`config.mk`:
```
export PLATFORM = sky130hd
export DESIGN_NAME = page_xlate
export DESIGN_NICKNAME = d
export VERILOG_FILES = /design/src/rtl/xlate_pkg.sv /design/src/rtl/xlate_ctrl.sv /design/src/rtl/xlate_dp.sv /design/src/rtl/page_xlate.sv
export SDC_FILE = /design/constraint.sdc
export NUM_CORES = 1
export LEC_CHECK = 0
export BUFFER_PORTS_ARGS = -buffer_cell sky130_fd_sc_hd__buf_4
export CORE_ASPECT_RATIO = 1.1
export CORE_MARGIN = 5
export CORE_UTILIZATION = 40
export CTS_BUF_LIST = sky130_fd_sc_hd__clkbuf_8
export DETAILED_ROUTE_END_ITERATION = 8
export GPL_TIMING_DRIVEN = 1
export PLACE_DENSITY = 0.69
export SYNTH_ARGS = -nofsm -noshare
export SYNTH_HDL_FRONTEND = slang
export SYNTH_HIERARCHICAL = 1
export SYNTH_SLANG_ARGS = --single-unit
```
`constraint.sdc`:
```
create_clock -name clk -period 7.87 [get_ports clk]
set_clock_uncertainty 0.15 [all_clocks]
set_input_delay 0.3935 -clock clk [delete_from_list [all_inputs] [get_ports clk]]
set_output_delay 0.3935 -clock clk [all_outputs]
set_load 0.02 [all_outputs]
```
`src/rtl/xlate_pkg.sv`:
```
package xlate_pkg;
  // Strobes from control to datapath, at most one action per cycle
  typedef struct packed {
    logic accept;      // capture request fields
    logic hit;         // answer from buffer
    logic lenFault;    // page over table length
    logic startMiss;   // begin table read
    logic refill;      // valid entry returned: answer and cache
    logic entryFault;  // invalid entry returned
  } xlateCtl_t;
endpackage

```
`src/rtl/xlate_ctrl.sv`:
```
module xlate_ctrl
  import xlate_pkg::*;
(
  input  logic      clk,
  input  logic      rstN,
  input  logic      reqValid,
  input  logic      lenOk,
  input  logic      tlbHit,
  input  logic      memRespValid,
  input  logic      pteValid,
  output logic      reqReady,
  output logic      memReqValid,
  output xlateCtl_t ctl
);
  typedef enum logic {S_IDLE, S_FETCH} state_t;
  state_t stateQ, stateD;

  always_ff @(posedge clk) begin
    if (!rstN) stateQ <= S_IDLE;
    else       stateQ <= stateD;
  end

  always_comb begin
    ctl         = '0;
    stateD      = stateQ;
    reqReady    = (stateQ == S_IDLE);
    memReqValid = (stateQ == S_FETCH);
    case (stateQ)
      S_IDLE: begin
        if (reqValid) begin
          ctl.accept = 1'b1;
          if (!lenOk)      ctl.lenFault = 1'b1;
          else if (tlbHit) ctl.hit = 1'b1;
          else begin
            ctl.startMiss = 1'b1;
            stateD        = S_FETCH;
          end
        end
      end
      default: begin
        if (memRespValid) begin
          if (pteValid) ctl.refill = 1'b1;
          else          ctl.entryFault = 1'b1;
          stateD = S_IDLE;
        end
      end
    endcase
  end
endmodule

```
`src/rtl/xlate_dp.sv`:
```
module xlate_dp
  import xlate_pkg::*;
#(
  parameter int LA_W   = 20,
  parameter int PA_W   = 20,
  parameter int OFF_W  = 10,
  parameter int MEM_AW = 16,
  parameter int TLB_N  = 8,
  parameter int CNT_W  = 16,
  localparam int VPN_W   = LA_W - OFF_W,
  localparam int FRAME_W = PA_W - OFF_W
)(
  input  logic               clk,
  input  logic               rstN,
  input  logic [LA_W-1:0]    reqAddr,
  input  logic [MEM_AW-1:0]  tableBase,
  input  logic [VPN_W:0]     tableLen,
  input  logic               baseWrite,
  input  logic [FRAME_W:0]   memRespData,
  input  xlateCtl_t          ctl,
  output logic               lenOk,
  output logic               tlbHit,
  output logic               pteValid,
  output logic [MEM_AW-1:0]  memReqAddr,
  output logic               respValid,
  output logic [PA_W-1:0]    respAddr,
  output logic               respFault,
  output logic [CNT_W-1:0]   hitCount,
  output logic [CNT_W-1:0]   missCount
);
  localparam int IDX_W = (TLB_N > 1) ? $clog2(TLB_N) : 1;

  logic [VPN_W-1:0]   reqVpn, heldVpn;
  logic [OFF_W-1:0]   reqOff, heldOff;
  logic [FRAME_W-1:0] pteFrame, hitFrame;
  logic [VPN_W-1:0]   tagQ   [TLB_N];
  logic [FRAME_W-1:0] frameQ [TLB_N];
  logic [TLB_N-1:0]   validQ, matchVec;
  logic [IDX_W-1:0]   ptrQ;

  assign reqVpn   = reqAddr[LA_W-1:OFF_W];
  assign reqOff   = reqAddr[OFF_W-1:0];
  assign pteValid = memRespData[FRAME_W];
  assign pteFrame = memRespData[FRAME_W-1:0];
  assign lenOk    = ({1'b0, reqVpn} < tableLen);
  assign memReqAddr = tableBase + MEM_AW'(heldVpn);

  // Parallel tag compare, one comparator per slot
  for (genvar i = 0; i < TLB_N; i++) begin : g_cmp
    assign matchVec[i] = validQ[i] && (tagQ[i] == reqVpn);
  end
  assign tlbHit = |matchVec;

  always_comb begin
    hitFrame = '0;
    for (int i = 0; i < TLB_N; i++)
      if (matchVec[i]) hitFrame = hitFrame | frameQ[i];
  end

  always_ff @(posedge clk) begin
    if (ctl.accept) begin
      heldVpn <= reqVpn;
      heldOff <= reqOff;
    end
  end

  // Slot contents need no reset; only the valid bits do
  always_ff @(posedge clk) begin
    if (ctl.refill && !baseWrite) begin
      tagQ[ptrQ]   <= heldVpn;
      frameQ[ptrQ] <= pteFrame;
    end
  end

  always_ff @(posedge clk) begin
    if (!rstN) begin
      validQ <= '0;
      ptrQ   <= '0;
    end else if (baseWrite) begin
      validQ <= '0;
    end else if (ctl.refill) begin
      validQ[ptrQ] <= 1'b1;
      ptrQ <= (ptrQ == IDX_W'(TLB_N - 1)) ? '0 : ptrQ + 1'b1;
    end
  end

  always_ff @(posedge clk) begin
    if (!rstN) begin
      respValid <= 1'b0;
      respFault <= 1'b0;
      respAddr  <= '0;
      hitCount  <= '0;
      missCount <= '0;
    end else begin
      respValid <= ctl.hit | ctl.lenFault | ctl.refill | ctl.entryFault;
      respFault <= ctl.lenFault | ctl.entryFault;
      if (ctl.hit)         respAddr <= {hitFrame, reqOff};
      else if (ctl.refill) respAddr <= {pteFrame, heldOff};
      else                 respAddr <= '0;
      if (ctl.hit)       hitCount  <= hitCount + 1'b1;
      if (ctl.startMiss) missCount <= missCount + 1'b1;
    end
  end
endmodule

```
`src/rtl/page_xlate.sv`:
```
module page_xlate
  import xlate_pkg::*;
#(
  parameter int LA_W   = 20,
  parameter int PA_W   = 20,
  parameter int OFF_W  = 10,
  parameter int MEM_AW = 16,
  parameter int TLB_N  = 8,
  parameter int CNT_W  = 16
)(
  input  logic                    clk,
  input  logic                    rstN,
  input  logic                    reqValid,
  input  logic [LA_W-1:0]         reqAddr,
  output logic                    reqReady,
  output logic                    respValid,
  output logic [PA_W-1:0]         respAddr,
  output logic                    respFault,
  input  logic [MEM_AW-1:0]       tableBase,
  input  logic [LA_W-OFF_W:0]     tableLen,
  input  logic                    baseWrite,
  output logic                    memReqValid,
  output logic [MEM_AW-1:0]       memReqAddr,
  input  logic                    memRespValid,
  input  logic [PA_W-OFF_W:0]     memRespData,
  output logic [CNT_W-1:0]        hitCount,
  output logic [CNT_W-1:0]        missCount
);
  xlateCtl_t ctl;
  logic lenOk, tlbHit, pteValid;

  xlate_ctrl u_ctrl (
    .clk(clk), .rstN(rstN), .reqValid(reqValid), .lenOk(lenOk),
    .tlbHit(tlbHit), .memRespValid(memRespValid), .pteValid(pteValid),
    .reqReady(reqReady), .memReqValid(memReqValid), .ctl(ctl)
  );

  xlate_dp #(
    .LA_W(LA_W), .PA_W(PA_W), .OFF_W(OFF_W), .MEM_AW(MEM_AW),
    .TLB_N(TLB_N), .CNT_W(CNT_W)
  ) u_dp (
    .clk(clk), .rstN(rstN), .reqAddr(reqAddr), .tableBase(tableBase),
    .tableLen(tableLen), .baseWrite(baseWrite), .memRespData(memRespData),
    .ctl(ctl), .lenOk(lenOk), .tlbHit(tlbHit), .pteValid(pteValid),
    .memReqAddr(memReqAddr), .respValid(respValid), .respAddr(respAddr),
    .respFault(respFault), .hitCount(hitCount), .missCount(missCount)
  );
endmodule

```
==> impl_metrics.yaml <==
status:
  run_status: "complete, no violations"
placement:
  io_buffers: 134
  post-place-cells: 1223
  place_hpwl_um: 15490
  globalplace.congestion: 0.7830
drt:
  vias_per_cell: 5.019
  ant_nets: 0
  drtIter0Drc: 413
  wl_per_cell_um: 17.98
  firstDrtPassIters: 5
  vias: 6605
  wl_um: 23670
  route.detailed.drc: 0
clock_network:
  clk_path_buf_depth: 3
  cts_tree: "done"
  cts-root-buf: "clkbuf_8"
  h-tree-depth: 2
  post-cts-setup-buffers: 0
  clock_latency_ps: 530
  cts_made_buffers: 40
  cts_sinks: 246
  clk_pin_slew_ps: 60
worst_setup_path:
  critical_path.top_delay_family: "compound AO/OA/AOI/OAI gates"
  crit_slowest_cell: "edfxtp_1"
  path_cells: "ha_1 -> inv_1 -> fa_1 -> nor2b_1 -> o21ai_1 -> a211oi_1 -> o211ai_1 -> a21oi_1 -> xor2_1 -> buf_4"
  cp_slowest_stage_delay_ps: 510
  crit_type: "reg -> out"
  path_buf_inv: 2
  crit_arrival_ps: 3110
  end_kind: "primary output"
  worstPathMaxFanout: 9
  crit_path_start_kind: "flip-flop"
  crit_required_ps: 7330
power:
  clkPwrFrac: 0.376
  p_comb_frac: 0.079
  ir_drop_uv: 83.79
  switchingPower_uw: 601.3
  power_density_nw_per_um2: 207.5
  power_leakage_uw: 0.004465
  p_int_uw: 2002
  seqPwrFrac: 0.545
  switching_share: 0.2310
timing:
  tightest_slew_ps: 1082
  fin_setup_tns_ps: 0
  setup_viol: 0
  timing.fmax_mhz: 273.6
  fin_crit_ps: 3655
  slew_viol_final: 0
  slew_headroom: 0.2779
  timing.final.crit_share: 0.4644
  hold_viol: 0
  rsz0062_at_grt: "no"
cells_and_area:
  nets: 1027
  syn2layout_area_growth_pct: 21.99
  multi_input_area_um2: 3263
  seqCellArea_um2: 6726
  instances_no_fill: 1316
  antenna_cells: 0
  nFillCells: 2257
  drive_gt1_frac: 0.2299
  layout_commonest_cell: "edfxtp_1"
  layout_common_cells: "edfxtp_1 (180), buf_4 (150), xnor2_1 (97)"
die:
  start_util: 0.4059
  die_y_um: 178.2
  die_area_um2: 29030
  fp.dieW_um: 162.9
  rows: 61
  io_pins: 135
  core_area_um2: 25340
synth:
  synth_warnings: 6
  synth_seq_area_share: 0.6539
  postSynthCellCount: 762
  synthFlopType: "edfxtp_1"
  ys_types: 45
  syn_nets: 849
  synth_enable_flop_cells: 180
  ys_ff_latch: 246
  async_flop_share: 0
  syn-mean-instance-area_um2: 13.50
  syn_area_um2: 10290
global_routing:
  grt_usage: 0.1628
  grt_pass1_vias: 6709
  grt_max_degree: 58
  grt_pass1_wl_um: 36820
  antenna_found_initial: 0
  overflow: 0
worst_hold_path:
  hold_path_class: "in -> reg"
flow_run:
  timing.max_cap.violations: 0
## registers in the layout, summed over array words and instances, names as in the netlist
signal	count
u_dp/ptrQ	3
u_dp/respAddr	20
u_dp/tagQ	80
u_dp/respFault	1
u_dp/heldVpn	10
u_dp/respValid	1
u_dp/frameQ	80
u_dp/heldOff	10
u_ctrl/memReqValid	1
u_dp/hitCount	16
u_dp/missCount	16
u_dp/validQ	8
## metal layers
| layer | wire (um) | global-route usage | part of all wire |
|---|---|---|---|
| met4 | 439 | 0.04509 | 0.019 |
| met2 | 11620 | 0.2766 | 0.49 |
| met3 | 1621 | 0.03628 | 0.068 |
| met5 | 0 | 0 | 0 |
| met1 | 9983 | 0.2110 | 0.42 |
## synthesized netlist by cell type, types with 4 or more instances
| library cell | n | area [um2] |
|---|---|---|
| a222oi_1 | 10 | 100.1 |
| nand2b_1 | 6 | 37.54 |
| ha_1 | 23 | 287.8 |
| nand2_1 | 26 | 97.59 |
| a31oi_1 | 5 | 31.28 |
| nor3_1 | 6 | 30.03 |
| xor2_1 | 23 | 201.4 |
| nor2_1 | 70 | 262.8 |
| edfxtp_1 | 180 | 5405 |
| a211oi_2 | 5 | 62.56 |
| and3_1 | 19 | 118.9 |
| buf_4 | 5 | 37.54 |
| inv_1 | 20 | 75.07 |
| nand3_1 | 15 | 75.07 |
| nor3_2 | 8 | 80.08 |
| dfxtp_1 | 66 | 1321 |
| clkbuf_1 | 13 | 48.80 |
| o21ai_0 | 6 | 30.03 |
| nand4_1 | 23 | 143.9 |
| a311oi_1 | 4 | 35.03 |
| a22oi_1 | 30 | 225.2 |
| a21o_1 | 6 | 45.04 |
| xnor2_1 | 97 | 849.6 |
| a21oi_1 | 34 | 170.2 |
| a21boi_0 | 7 | 52.55 |
| and4_1 | 4 | 35.03 |
| nor2b_1 | 8 | 50.05 |
| buf_6 | 13 | 146.4 |
## metrics by stage
stage               setup slack [ps]  area (um2)    util  total power (uW)  hold slack [ps]
global route                    3986       12550  0.4952              2720            33.77
finish                          4215       12550  0.4952              2604            48.62
floorplan                       4491       10290       -              1557            286.4
detailed placement              4134       11620  0.4587              1643            312.5
global placement                4212       11620  0.4587              1642            310.3
CTS                             4144       12550  0.4952              2634            23.47
## final timing paths
kind | depth (start not counted) | endpoint | startpoint | slack [ps]
setup / recovery | 10 | memReqAddr[12] | u_dp/heldVpn[0] | 4220
hold / removal | 1 | u_dp/heldVpn[1] | reqAddr[11] | 50
setup reg to reg | 10 | u_dp/respAddr[0] | u_dp/tagQ[0][8] | 4450
hold reg to reg | 2 | u_dp/respAddr[5] | u_dp/heldOff[5] | 320
## final cells by class
cell class	instances	share of cell area
Inverter	20	0.005983
Multi-Input combinational cell	461	0.2600
Timing Repair Buffer	171	0.1065
Tap cell	346	0.03450
Clock buffer	43	0.04716
Sequential cell	246	0.5360
Clock inverter	29	0.009772
## what timing repair did
item | 4_1_cts | 5_1_grt
resized for setup | 0 | 0
hold buffers | 21 | 0
hold endpoints to repair | 101 | 0
## cell families (layout without fill, tap and decap cells)
group | after synthesis | in the layout | synth area share
XOR/XNOR | 120 | 120 | 0.1022
adder cells (fa/ha/maj) | 24 | 24 | 0.02992
AO/OA/AOI/OAI | 118 | 118 | 0.08101
buffers and inverters | 55 | 263 | 0.03150
AND/OR/NAND/NOR | 196 | 196 | 0.09853
multiplexers | 3 | 3 | 0.002919
flip-flops | 246 | 246 | 0.6539
## power groups by stage
stage          Clock (uW)  Sequential [uW]  Combinational [uW]
4_1_cts              1010             1420                 207
3_3_place_gp            0             1450                 195
2_1_floorplan           0             1440                 113
3_5_place_dp            0             1450                 197
5_1_grt              1080             1420                 224
6_report              980             1420                 205
(Power assumes the default switching activity.)
